===== src/rtl/eiu_pkg.sv =====
package eiu_pkg;

    localparam int EIU_AW = 5;

    // Word index taken from address bits 4:2
    typedef enum logic [2:0] {
        SEL_MASK   = 3'd0,
        SEL_SOURCE = 3'd1,
        SEL_PEND   = 3'd2,
        SEL_RAW    = 3'd3,
        SEL_CLEAR  = 3'd4,
        SEL_POL    = 3'd5,
        SEL_EDGE   = 3'd6,
        SEL_SWREQ  = 3'd7
    } eiu_sel_e;

endpackage


===== src/rtl/eiu_sync.sv =====
module eiu_sync #(
    parameter int W = 32
) (
    input  logic         clk,
    input  logic         rst_n,
    input  logic [W-1:0] async_in,
    output logic [W-1:0] lvl,
    output logic [W-1:0] lvl_prev
);
    typedef struct packed {
        logic [W-1:0] meta;
        logic [W-1:0] stable;
        logic [W-1:0] prev;
    } sync_t;

    sync_t st_d, st_q;

    always_comb begin
        st_d        = st_q;
        st_d.meta   = async_in;
        st_d.stable = st_q.meta;
        st_d.prev   = st_q.stable;
    end

    always_ff @(posedge clk or negedge rst_n) begin
        if (!rst_n) st_q <= '0;
        else        st_q <= st_d;
    end

    assign lvl      = st_q.stable;
    assign lvl_prev = st_q.prev;
endmodule


===== src/rtl/eiu_line.sv =====
module eiu_line (
    input  logic clk,
    input  logic rst_n,
    input  logic lvl,
    input  logic lvl_prev,
    input  logic pol,
    input  logic edge_mode,
    input  logic clr,
    input  logic sw_set,
    output logic raw
);
    typedef struct packed {
        logic pend;
    } line_t;

    line_t st_d, st_q;
    logic  rise, fall, hit, active;

    always_comb begin
        rise   = lvl & ~lvl_prev;
        fall   = ~lvl & lvl_prev;
        hit    = edge_mode & (pol ? rise : fall);
        active = ~(lvl ^ pol);
        st_d   = st_q;
        // set sources override a clear in the same cycle
        st_d.pend = (st_q.pend & ~clr) | hit | sw_set;
    end

    always_ff @(posedge clk or negedge rst_n) begin
        if (!rst_n) st_q <= '0;
        else        st_q <= st_d;
    end

    assign raw = st_q.pend | (~edge_mode & active);
endmodule


===== src/rtl/eiu_regs.sv =====
module eiu_regs
    import eiu_pkg::*;
#(
    parameter int N = 32
) (
    input  logic              clk,
    input  logic              rst_n,
    input  logic              we,
    input  logic [EIU_AW-1:0] addr,
    input  logic [N-1:0]      wdata,
    input  logic [N-1:0]      raw,
    output logic [N-1:0]      rdata,
    output logic [N-1:0]      mask,
    output logic [N-1:0]      pol,
    output logic [N-1:0]      edge_sel,
    output logic [N-1:0]      clr,
    output logic [N-1:0]      swset
);
    typedef struct packed {
        logic [N-1:0] mask;
        logic [N-1:0] pol;
        logic [N-1:0] edg;
    } cfg_t;

    cfg_t     st_d, st_q;
    eiu_sel_e sel;

    always_comb begin
        sel   = eiu_sel_e'(addr[4:2]);
        st_d  = st_q;
        clr   = '0;
        swset = '0;
        if (we) begin
            case (sel)
                SEL_MASK:  st_d.mask = wdata;
                SEL_POL:   st_d.pol  = wdata;
                SEL_EDGE:  st_d.edg  = wdata;
                SEL_CLEAR: clr       = wdata;
                SEL_SWREQ: swset     = wdata;
                default:   ;
            endcase
        end
        case (sel)
            SEL_MASK: rdata = st_q.mask;
            SEL_PEND: rdata = raw & ~st_q.mask;
            SEL_RAW:  rdata = raw;
            SEL_POL:  rdata = st_q.pol;
            SEL_EDGE: rdata = st_q.edg;
            default:  rdata = '0;
        endcase
    end

    always_ff @(posedge clk or negedge rst_n) begin
        if (!rst_n) begin
            st_q.mask <= '1;
            st_q.pol  <= '0;
            st_q.edg  <= '0;
        end else begin
            st_q <= st_d;
        end
    end

    assign mask     = st_q.mask;
    assign pol      = st_q.pol;
    assign edge_sel = st_q.edg;
endmodule


===== src/rtl/ext_irq_unit.sv =====
module ext_irq_unit
    import eiu_pkg::*;
#(
    parameter int NLINES = 32
) (
    input  logic              clk,
    input  logic              rst_n,
    input  logic [NLINES-1:0] irq_in,
    input  logic              reg_we,
    input  logic [EIU_AW-1:0] reg_addr,
    input  logic [NLINES-1:0] reg_wdata,
    output logic [NLINES-1:0] reg_rdata,
    output logic [NLINES-1:0] irq_out
);
    logic [NLINES-1:0] sync_lvl, sync_prev;
    logic [NLINES-1:0] raw, mask, pol, edge_sel, clr, swset;

    eiu_sync #(.W(NLINES)) u_sync (
        .clk      (clk),
        .rst_n    (rst_n),
        .async_in (irq_in),
        .lvl      (sync_lvl),
        .lvl_prev (sync_prev)
    );

    eiu_regs #(.N(NLINES)) u_regs (
        .clk      (clk),
        .rst_n    (rst_n),
        .we       (reg_we),
        .addr     (reg_addr),
        .wdata    (reg_wdata),
        .raw      (raw),
        .rdata    (reg_rdata),
        .mask     (mask),
        .pol      (pol),
        .edge_sel (edge_sel),
        .clr      (clr),
        .swset    (swset)
    );

    for (genvar g = 0; g < NLINES; g++) begin : g_line
        eiu_line u_line (
            .clk       (clk),
            .rst_n     (rst_n),
            .lvl       (sync_lvl[g]),
            .lvl_prev  (sync_prev[g]),
            .pol       (pol[g]),
            .edge_mode (edge_sel[g]),
            .clr       (clr[g]),
            .sw_set    (swset[g]),
            .raw       (raw[g])
        );
    end

    assign irq_out = raw & ~mask;
endmodule


===== config.mk =====
export PLATFORM = sky130hd
export DESIGN_NAME = ext_irq_unit
export DESIGN_NICKNAME = d
export VERILOG_FILES = /design/src/rtl/eiu_pkg.sv /design/src/rtl/eiu_sync.sv /design/src/rtl/eiu_line.sv /design/src/rtl/eiu_regs.sv /design/src/rtl/ext_irq_unit.sv
export SDC_FILE = /design/constraint.sdc
export NUM_CORES = 1
export LEC_CHECK = 0
export BUFFER_PORTS_ARGS = -buffer_cell sky130_fd_sc_hd__buf_2
export CAP_MARGIN = 10
export CORE_AREA = 2 2 172 174
export CTS_CLUSTER_DIAMETER = 200
export DETAILED_ROUTE_END_ITERATION = 7
export DIE_AREA = 0 0 174 176
export GPL_TIMING_DRIVEN = 0
export PLACE_DENSITY = 0.51
export SYNTH_ARGS = -nofsm -noshare
export SYNTH_HDL_FRONTEND = slang
export SYNTH_SLANG_ARGS = --single-unit
export TNS_END_PERCENT = 10

===== constraint.sdc =====
create_clock -name clk -period 1.8 [get_ports clk]
set_clock_uncertainty 0.2 [all_clocks]
set_input_delay 0.36 -clock clk [delete_from_list [all_inputs] [get_ports clk]]
set_output_delay 0.36 -clock clk [all_outputs]
set_load 0.1 [all_outputs]

======== Word-level counts from Yosys, hierarchy flattened ========
Cells that the tools add are included.
word-level totals
  register bits after elaboration ......... 224
  output and inout bits ................... 64
cells by class
  eq/ne operators ......................... 6
  bitwise gates (word level) .............. 450
  reductions and logical operators ........ 4
  muxes and demuxes ....................... 37
operators by type and width
  cell                  number
  $and A1 B1 Y1         160
  $not A1 Y1            160
  $pmux W32 S5          1
  $mux W32              4
  $or A1 B1 Y1          96
  $and A32 B32 Y32      1
  $mux W1               32
  $not A32 Y32          1
  $xor A1 B1 Y1         32
  $eq A3 B3 Y1 const B  4
  $eq A3 B2 Y1 const B  2
  $reduce_and A2 Y1     3
  $logic_not A3 Y1      1

======== Longest topological paths before layout ========
Gate-level depths: netlist of the first run.
  depth after elaboration ................. 7
  gate-level depth with buffers ........... 6
  depth with buffers taken out ............ 3

======== Cells and area by module ========
From an unflattened synthesis of the first run, not the netlist that was laid out.
unflattened totals
  cell total of the unflattened synthesis .. 864
  area total of the unflattened synthesis .. 10,666.5 µm²
modules (own cells, without submodules)
  module        seq. area each (µm²)  area an instance (µm²)  instances  cells an instance
  eiu_regs      2,442.3               5,301.3                 1          448
  eiu_sync      2,402.3               2,642.5                 1          128
  eiu_line      25.0                  71.3                    32         8
  ext_irq_unit  0.0                   440.4                   1          32

======== Worst setup path after synthesis of the first run ========
OpenSTA, ideal clock, no wires.
  kind .................................... input -> output
  start ................................... input port reg_addr[3]
  end ..................................... output port reg_rdata[10]
  buffers on the path ..................... 2
  arrival time ............................ 2.599 ns
  cell stages on the path ................. 5
  setup slack ............................. -1.359 ns
  data required time ...................... 1.240 ns
  cell sequence ........................... buf_2 nor2b_1 clkbuf_1 o21ai_0 o211ai_1
between the ends
  cells in the longest elaborated chain, start to end .. 2
ends and longest elaborated chain
  what                                        line                RTL
  start: declaration                          ext_irq_unit.sv:10  input logic [EIU_AW-1:0] reg_addr,
  $eq A3 B3 Y1, or another cell as far along  eiu_regs.sv:43      case (sel)
  $pmux W32 S5 (*)                            eiu_regs.sv:43
  end: declaration                            ext_irq_unit.sv:12  output logic [NLINES-1:0] reg_rdata,
Every way passes the cells marked *; elsewhere a longest branch is shown, timed or not.

======== Worst setup path in the final report of the first run ========
  start ................................... register u_sync.st_q (netlist bit u_sync.lvl[14])
  end ..................................... output port reg_rdata[14]
between the ends
  cells in the longest elaborated chain, start to end .. 6
ends and longest elaborated chain
  what                      line            RTL
  start: declaration        eiu_sync.sv:16  sync_t st_d, st_q;
  start signal: assignment  eiu_sync.sv:27  else st_q <= st_d;
  $xor A1 B1 Y1 (*)         eiu_line.sv:23  active = ~(lvl ^ pol);
  $not A1 Y1 (*)            eiu_line.sv:23
  $and A1 B1 Y1 (*)         eiu_line.sv:34  assign raw = st_q.pend | (~edge_mode & active);
  $or A1 B1 Y1 (*)          eiu_line.sv:34
  $and A32 B32 Y32          eiu_regs.sv:45  SEL_PEND: rdata = raw & ~st_q.mask;
  $pmux W32 S5 (*)          eiu_regs.sv:43
Marked as above.

==> results of run 1 <==
-- metal layers --
layer | vias up | GRT usage [%] | wire [microns]
met2 | 152 | 30.7 | 13500
met3 | 39 | 2.89 | 1080
met4 | 0 | 4.55 | 659
li1 | 3798 | - | -
met1 | 3971 | 26.3 | 13500
met5 | - | 0 | 0
-- state kept, by name, indices dropped and copies added, names as in the netlist --
| name | flops |
|---|---|
| u_sync.st_d | 32 |
| u_regs.edge_sel | 32 |
| u_sync.lvl | 32 |
| u_regs.mask | 32 |
| g_line.u_line.st_q | 32 |
| u_regs.pol | 32 |
| u_sync.lvl_prev | 32 |
-- what timing repair did --
item	4_1_cts	5_1_grt
gates resized for setup	216	39
hold endpoints to repair	223	63
setup buffers	11	1
setup endpoints to repair	64	79
pin swaps	42	20
-- cell families after synthesis --
logic type	count (synthesis)
buffers and inverters	145
AO/OA/AOI/OAI	237
AND/OR/NAND/NOR	251
flip-flops	224
XOR/XNOR	32
multiplexers	64
-- worst min-delay path by stage --
stage,start,to,slack [ns]
2_1_floorplan,rst_n,g_line[0].u_line.st_q$_DFF_PN0_,-0.14
3_3_place_gp,u_sync.st_d[42]$_DFF_PN0_,u_sync.lvl[10]$_DFF_PN0_,0.13
3_5_place_dp,u_sync.st_d[58]$_DFF_PN0_,u_sync.lvl[26]$_DFF_PN0_,0.13
4_1_cts,rst_n,u_sync.st_d[53]$_DFF_PN0_,-0.41
5_1_grt,rst_n,u_sync.lvl_prev[27]$_DFF_PN0_,-0.40
6_report,rst_n,u_sync.lvl_prev[27]$_DFF_PN0_,-0.43
-- worst max-delay path, cell delays in order, from the launching register on --
cell and delay (ns):
dfrtp_2 0.45, xnor2_2 0.18, a21oi_2 0.10, o211ai_1 0.35, buf_6 0.28
-- cells in the final DEF, fill, tap and decap left out, drive strengths merged, types with 2 or more instances in the layout --
cell and instances:
and3b 16, nand3 20, o211ai 45, mux2i 32, nor3b 2, a21oi 45
inv 97, nor4b 33, xnor2 32, buf 169, a31oi 49, mux2 32
bufinv 2, clkbuf 69, dfrtp 192, dlygate4sd3 64, o21ai 98, nor2 62
and4b 17, dfstp 32, nand2 97, clkinv 5
-- metrics by stage --
stage,hold WS [ns],power (mW)
2_1_floorplan,-0.136,10.1
3_3_place_gp,0.133,11.1
3_5_place_dp,0.135,11.1
4_1_cts,-0.411,17.5
5_1_grt,-0.404,18.2
6_report,-0.431,17.5
-- cell type report --
cell class                      instances  area (sq um)
Inverter                               97           364
Sequential cell                       224          5650
Clock buffer                           43           806
Buffer                                 48           315
Tap cell                              384           480
Fill cell                            2704         14800
Clock inverter                          7          88.8
Timing Repair Buffer                  211          1940
Multi-Input combinational cell        584          4100
-- where the power goes --
group,total [mW],switching [mW],internal (mW)
Clock,5.46,2.13,3.34
Combinational,5.55,3.74,1.81
Sequential,6.46,0.607,5.85
Total,17.5,6.48,11.0
==> impl_results.md, run 1 <==
- Endpoint kind of the worst setup timing path: output port
- Vias: 7960
- Worst Setup Start Kind: flop
- Post-synth top flop: dfrtp_1
- Post-synthesis area per instance: 10.4 sq um
- Sum of negative setup slack: -28.99 ns
- Total cell area at the placement stage: 0.0112 sq mm
- Width of the die: 174 microns
- Global Route Usage Sum: 18.8%
- Share of the clock period used by the worst path: 136%
- Initial Utilization: 34.7%
- Failing checks: hold timing, setup timing
- Area of all placed cells without fillers: 0.0137 sq mm
- Area overhead of the layout relative to synthesis: 38.9%
- Cells taking the most area after synthesis: dfrtp_1, dfstp_2, o21ai_0, nand2_1, inv_1
- Dpl ws: -1.08 ns
- Post-DRT Antenna Nets: 0
- Biggest fanout along the worst timing path: 4
- Post-synth design cell area: 0.00989 sq mm
- Leakage power summed over all cells: 6.10 nW
- Instance count of the mapped netlist: 953
- Count of state elements after synthesis: 224
- Total inserted antenna cells: 0
- Endpoint arrival time on the critical path: 1.89 ns
- Total nets after synthesis: 1025
- Io pins: 136
- Via count of the first global-routing pass: 8019
- Final period demand of the worst path: 2.45 ns
- Global-route wire length before repair: 45400 microns
- Required arrival time at the worst endpoint: 1.24 ns
- Classification of the worst-slack hold path: in -> async
- Detailed Route Iter0 Violations: 444
- Insertion delay of the later-clocked pin in the worst-skew pair: 0.54 ns
- Path type of the worst setup path: reg -> out
- Worst slew slack as a fraction of its limit: 50.0%
- Total clock sinks: 224
- Tightest Pin Transition: 0.751 ns
- Synth Area in Adders: 0%
- Sequential fraction of the synthesis area: 57.1%
- Worst vdd ir: 735 uV
- HPWL Detailed: 18300 microns
- Largest family of logic cells by synthesized area: compound AO/OA/AOI/OAI gates
- TritonCTS clock tree: yes
- Critical Path End: reg_rdata[14]
- Share of cell area taken by muxes after synthesis: 6.88%
- Floorplan Core Area: 0.0285 sq mm
- Share of synthesized flip-flops with an asynchronous set or reset: 100%
- Fraction of the mapped netlist area in simple logic gates: 13.7%
- Yosys top cell area share: 48.6%
- Number of warnings issued by yosys: 0
- Total of endpoints with negative setup slack in the final report: 64
- Final-stage net count: 1265
- Run status: complete, but fails checks
- Wire length reported by the detailed router: 28800 microns
- Compound-gate portion of the synthesized area: 13.7%
- Antenna violations before repair: 0
- Die area: 0.0306 sq mm
- Maximum number of pins on one net before global-route repair: 89
- Port bufs: 133
- Placer Congestion: 0.788
- MaxCap Viol Count: 0
- Reg2reg path depth: 4
- Power Dens Cells: 1270 mW/mm^2
- Unrepaired setup endpoints after global routing: true
- Reg2reg end: g_line[0].u_line.st_q$_DFF_PN0_
- Final worst setup slack: -0.655 ns
- Hold_ws: -0.431 ns
- Final core utilization: 48.1%
- Cell type with the largest total area after synthesis: dfrtp_1
- Hold Vio Cnt, Final: 77
- Worst r2r src: u_regs.pol[0]$_DFFE_PN0P_
- Number of synthesized flops with an enable pin: 0
- Clock transition at path regs: 0.05 ns
- WL/cell: 18.0 microns
- Post-synthesis xor/xnor area fraction: 2.83%
- Count of TritonRoute iterations in the first routing pass: 5
- Fraction of final layout cells sized beyond drive strength 1: 28.3%
- Placed Cells incl. Taps: 1472
- Average via count per standard cell: 4.98
- Core Rows: 62
- Maximum clock frequency: 0.407 GHz
- Final global-route overflow total: 0
- Number of max-slew violations in the final report: 0
- Most frequent cells after synthesis: dfrtp_1, nand2_1, inv_1
- H-tree Lvls: 1
- DRC Markers: 0
- Inserted Clock Buffers: 27
- Clk root buf: clkbuf_16
- Worst setup slack for register-to-register paths: 0.51 ns
- Critical Path Source: u_sync.lvl[14]$_DFF_PN0_
- Library cells used by synthesis: 28
- Count of hold buffers inserted by post-cts repair: 64
- Most numerous cell in the Yosys netlist: dfrtp_1
- Final Non-Filler Cells: 1598
- Die boundary height: 176 microns
- Clock buffer depth: 3
(Power assumes the default switching activity.)
==> run 2, diff against run 1 <==
--- a/config.mk
+++ b/config.mk
@@ -7,10 +7,10 @@
 export LEC_CHECK = 0
 export BUFFER_PORTS_ARGS = -buffer_cell sky130_fd_sc_hd__buf_2
 export CAP_MARGIN = 10
-export CORE_AREA = 2 2 172 174
+export CORE_AREA = 2 2 157 190
 export CTS_CLUSTER_DIAMETER = 200
 export DETAILED_ROUTE_END_ITERATION = 7
-export DIE_AREA = 0 0 174 176
+export DIE_AREA = 0 0 159 192
 export GPL_TIMING_DRIVEN = 0
 export PLACE_DENSITY = 0.51
 export SYNTH_ARGS = -nofsm -noshare
==> impl_results.md, run 2 (synthesis gave the netlist of run 1 again) <==
- Sum of negative setup slack: -28.63 ns
- Port bufs: 133
- Biggest fanout along the worst timing path: 3
- Failing checks: hold timing, setup timing
- Required arrival time at the worst endpoint: 1.24 ns
- Wire length reported by the detailed router: 28700 microns
- Final worst setup slack: -0.582 ns
- Unrepaired setup endpoints after global routing: true
- Worst setup slack for register-to-register paths: 0.49 ns
- Endpoint arrival time on the critical path: 1.82 ns
- Most frequent cells in the layout: dfrtp_1, nand2_1, inv_1
- Via count of the first global-routing pass: 8204
- Endpoint kind of the worst setup timing path: output port
- Core Rows: 68
- Io pins: 136
- Antenna violations before repair: 0
- Total clock sinks: 224
- Maximum number of pins on one net before global-route repair: 114
- Worst vdd ir: 749 uV
- Insertion delay of the later-clocked pin in the worst-skew pair: 0.53 ns
- Global-route wire length before repair: 45500 microns
- Commonest non-fill, non-tap cell in the layout: dfrtp_1
- Worst Setup Start Kind: flop
- Post-DRT Antenna Nets: 0
- Clk root buf: clkbuf_16
- Hold_ws: -0.297 ns
- Total of endpoints with negative setup slack in the final report: 64
- Worst slew slack as a fraction of its limit: 42.4%
- Detailed Route Iter0 Violations: 527
- Placed Cells incl. Taps: 1472
- Fill cells: 2709
- Share of the clock period used by the worst path: 132%
- Maximum clock frequency: 0.420 GHz
- H-tree Lvls: 1
- Floorplan Core Area: 0.0286 sq mm
- Met3 wire length: 1350 microns
- Tightest Pin Transition: 0.864 ns
- Hold Vio Cnt, Final: 101
- Highest metal layer with signal wires: met4
- Global Route Usage Sum: 18.9%
- Leakage power summed over all cells: 6.04 nW
- Count of TritonRoute iterations in the first routing pass: 5
- Placer Congestion: 0.811
- Run status: complete, but fails checks
- Met2 Routed Length: 14100 microns
- Path type of the worst setup path: reg -> out
- Classification of the worst-slack hold path: in -> async
- Post-route met1 wirelength: 12700 microns
- Power Dens Cells: 1270 mW/mm^2
- Width of the die: 159 microns
- TritonCTS clock tree: yes
- Final global-route overflow total: 0
- DRC Markers: 0
- Die boundary height: 192 microns
- Number of max-slew violations in the final report: 0
- Count of hold buffers inserted by post-cts repair: 64
- WL/cell: 17.9 microns
- Vias: 7957
- Final period demand of the worst path: 2.38 ns
- Inserted Clock Buffers: 25
- Area overhead of the layout relative to synthesis: 37.9%
- Fraction of final layout cells sized beyond drive strength 1: 28.3%
- Die area: 0.0305 sq mm
- Clock buffer depth: 3
- Initial Utilization: 34.6%
- HPWL Detailed: 18300 microns
- Final Non-Filler Cells: 1597
- Average via count per standard cell: 4.98
- Clock transition at path regs: 0.06 ns
- MaxCap Viol Count: 0
- Final-stage net count: 1263
-- run 2: cell types whose count changed in the layout (fill, tap and decap cells not counted), moves of 3 or more --
cell / previous run / this run
nor4b_2: 18 / 21
dfrtp_1: 189 / 186
nor4b_4: 15 / 10
dfrtp_2: 3 / 6
nor2_2: 6 / 10
buf_2: 79 / 76
clkbuf_4: 3 / 7
-- run 2: final timing paths --
path | from | end | cells after the start
max | u_regs.mask[14]$_DFFE_PN1P_ | reg_rdata[14] | 4
min | rst_n | u_sync.st_d[58]$_DFF_PN0_ | 1
max in group asynchronous | rst_n | u_regs.pol[19]$_DFFE_PN0P_ | 2
min in group clk | reg_addr[2] | u_regs.mask[31]$_DFFE_PN1P_ | 4
min reg2reg | u_sync.st_d[58]$_DFF_PN0_ | u_sync.lvl[26]$_DFF_PN0_ | 0
max reg2reg | u_regs.pol[14]$_DFFE_PN0P_ | g_line[14].u_line.st_q$_DFF_PN0_ | 4
-- run 2: critical path, cell delays in order, from the launching register on --
cell and delay (ns):
dfstp_2 0.55, nor4b_2 0.19, a31oi_1 0.08, o211ai_1 0.19, buf_6 0.28
-- run 2: where the power goes --
group | switching [mW] | internal [mW]
clock | 2.08 | 3.28
sequential | 0.603 | 5.85
combinational | 3.71 | 1.80
total | 6.39 | 10.9
-- run 2: metrics by stage --
stage,setup WS [ns],hold slack (ns),instance area [sq um],power (mW),util [%]
after floorplan,-1.10,-0.136,9950,10.1,-
after global placement,-4.04,0.132,11100,11.1,38.8
after detailed placement,-1.05,0.135,11100,11.1,39.0
after CTS,-0.622,-0.259,13400,17.3,46.9
after global routing,-0.688,-0.212,13600,18.1,47.7
final,-0.582,-0.297,13600,17.3,47.7
-- run 2: layout make-up --
type                       count  area [sq um]  area share [%]
inverter                      97           364            2.67
antenna                        2          5.00          0.0367
clock inverter                 7           114           0.835
sequential                   224          5650            41.4
multi-input combinational    584          4040            29.6
timing repair buffer         211          1930            14.2
clock buffer                  39           748            5.48
tap                          385           482            3.53
buffer                        48           308            2.26
-- run 2: repair_timing --
| action | CTS | global route |
|---|---|---|
| hold endpoints to repair | 261 | 101 |
| setup buffers | 10 | 3 |
| resized for setup | 198 | 49 |
| pin swaps | 34 | 25 |
| endpoints found under the setup margin | 64 | 92 |
| cloned | 0 | 0 |
-- run 2: per-layer routing --
layer	up-vias	global-route usage, %
met1	3921	25.2
met2	192	32.2
met3	34	2.85
met4	0	5.10
li1	3810	-
met5	-	0
==> run 3, diff against run 2 <==
--- a/config.mk
+++ b/config.mk
@@ -12,7 +12,7 @@
 export DETAILED_ROUTE_END_ITERATION = 7
 export DIE_AREA = 0 0 159 192
 export GPL_TIMING_DRIVEN = 0
-export PLACE_DENSITY = 0.51
+export PLACE_DENSITY = 0.5
 export SYNTH_ARGS = -nofsm -noshare
 export SYNTH_HDL_FRONTEND = slang
 export SYNTH_SLANG_ARGS = --single-unit
==> constraint.sdc (replaced) <==
create_clock -name clk -period 2 [get_ports clk]
set_clock_uncertainty 0.2 [all_clocks]
set_input_delay 0.4 -clock clk [delete_from_list [all_inputs] [get_ports clk]]
set_output_delay 0.4 -clock clk [all_outputs]
set_load 0.1 [all_outputs]
==> impl_results.md, run 3 (synthesis gave the netlist of run 1 again) <==
- Global Route Usage Sum: 18.9%
- Final period demand of the worst path: 2.48 ns
- Inserted Clock Buffers: 26
- Area overhead of the layout relative to synthesis: 39.2%
- Endpoint arrival time on the critical path: 1.88 ns
- Biggest fanout along the worst timing path: 5
- Fraction of final layout cells sized beyond drive strength 1: 28.7%
- Power Dens Cells: 1150 mW/mm^2
- Number of max-slew violations in the final report: 0
- H-tree Lvls: 1
- Maximum number of pins on one net before global-route repair: 105
- Detailed Route Iter0 Violations: 509
- WL/cell: 18.1 microns
- Insertion delay of the later-clocked pin in the worst-skew pair: 0.53 ns
- Share of the clock period used by the worst path: 124%
- Leakage power summed over all cells: 6.10 nW
- Die area: 0.0305 sq mm
- Vias: 7939
- Final-stage net count: 1269
- Average via count per standard cell: 4.95
- Worst vdd ir: 632 uV
- MaxCap Viol Count: 0
- Hold_ws: 0.111 ns
- Worst Setup Start Kind: flop
- Grt met2 use: 32.2%
- Unrepaired setup endpoints after global routing: true
- Path type of the worst setup path: reg -> out
- Tightest Pin Transition: 0.764 ns
- HPWL Detailed: 18400 microns
- Core Rows: 68
- Initial Utilization: 34.6%
- Delay contributed by the slowest stage of the critical path: 0.45 ns
- Reg2reg path depth: 4
- Antenna violations before repair: 1
- Final core utilization: 48.2%
- Worst hold path stage count: 4
- Critical-path cell list: xnor2_2 > a21oi_2 > o211ai_1 > buf_6
- DRC Markers: 0
- Failing checks: setup timing
- Post-DRT Antenna Nets: 0
- Final global-route overflow total: 0
- Endpoint kind of the worst setup timing path: output port
- Master of the slowest instance on the critical path: dfrtp_2
- Clock transition at path regs: 0.06 ns
- Run status: complete, but fails checks
- Io pins: 136
- Placer Congestion: 0.768
- Dpl ws: -0.953 ns
- TritonCTS clock tree: yes
- Die boundary height: 192 microns
- Width of the die: 159 microns
- Wire length reported by the detailed router: 28900 microns
- Total of endpoints with negative setup slack in the final report: 64
- Maximum clock frequency: 0.403 GHz
- Clock buffer depth: 3
- Count of TritonRoute iterations in the first routing pass: 5
- Worst slew slack as a fraction of its limit: 49.1%
- Commonest non-fill, non-tap cell in the layout: dfrtp_1
- Global-route wire length before repair: 45700 microns
- Final Power: 15.8 mW
- Most frequent cells in the layout: dfrtp_1, nand2_1, inv_1
- Most heavily used metal layer in global routing: met2
- Fill cells: 2692
- Met3 track utilization from global routing: 3.13%
- Floorplan Core Area: 0.0286 sq mm
- Hold Vio Cnt, Final: 0
- Final worst setup slack: -0.482 ns
- Required arrival time at the worst endpoint: 1.40 ns
- Met1 Resource Use GR: 25.3%
- Total clock sinks: 224
- Clk root buf: clkbuf_16
- Via count of the first global-routing pass: 8174
- Port bufs: 133
- Classification of the worst-slack hold path: in -> reg
[run 3: changes by cell type in the layout (fill, tap and decap cells not counted), moves of 3 or more]
cell and change:
buf_2 +4, buf_4 +5, clkbuf_4 -6, clkbuf_2 -4, nor2_1 +3, buf_6 +6
[run 3: layer usage]
| metal | vias up | wire, microns | part of all wire [%] |
|---|---|---|---|
| met5 | - | 0 | 0 |
| met1 | 3925 | 13200 | 46 |
| met4 | 0 | 495 | 1.7 |
| met2 | 178 | 14000 | 48 |
| li1 | 3802 | - | - |
| met3 | 34 | 1230 | 4.2 |
[run 3: worst paths after layout]
kind / slack [ns] / start / endpoint
worst max-delay path: -0.48 / u_regs.pol[13]$_DFFE_PN0P_ / reg_rdata[13]
worst min-delay path: 0.11 / reg_addr[2] / u_regs.mask[1]$_DFFE_PN1P_
worst max register to register: 0.64 / u_regs.pol[27]$_DFFE_PN0P_ / g_line[27].u_line.st_q$_DFF_PN0_
worst min register to register: 0.15 / u_sync.st_d[58]$_DFF_PN0_ / u_sync.lvl[26]$_DFF_PN0_
max in group asynchronous: 0.25 / rst_n / u_regs.mask[18]$_DFFE_PN1P_
min in group asynchronous: 0.13 / rst_n / u_sync.st_d[58]$_DFF_PN0_
[run 3: critical path, delay by kind of cell (launching register included)]
kind | cells | cell delay (ns)
AOI/OAI and AO/OA | 2 | 0.44
xor gates and xnor gates | 1 | 0.18
buffers and inverters | 1 | 0.29
DFF | 1 | 0.45
[run 3: metrics by stage]
stage / setup TNS (ns) / cells / cell area [sq um]
finish: -18.29 / 1603 / 13800
floorplan: -46.46 / 953 / 9950
global route: -23.64 / 1602 / 13800
global placement: -866.50 / 1471 / 11100
CTS: -21.04 / 1595 / 13500
detailed placement: -49.03 / 1473 / 11200
[run 3: area by class of cell]
class | instances | area, sq um | area share (%)
sequential | 224 | 5650 | 41.1
multi-input combinational | 584 | 4050 | 29.4
timing repair buffer | 216 | 1980 | 14.4
clock buffer | 43 | 816 | 5.92
tap | 385 | 482 | 3.50
inverter | 97 | 364 | 2.64
buffer | 48 | 325 | 2.36
clock inverter | 5 | 100 | 0.727
antenna | 1 | 2.50 | 0.0182
[run 3: report_power, final]
part	switching [mW]	internal, mW
logic	3.35	1.62
clock network	1.89	3.15
registers	0.547	5.27
total	5.78	10.0
[run 3: repair_timing]
item                                   4_1_cts  5_1_grt
setup endpoints to repair                   64       64
gates resized for setup                    195       60
hold buffers                                65        0
endpoints found under the hold margin      199        0
pin swaps                                   27       32
buffers inserted                             9        7
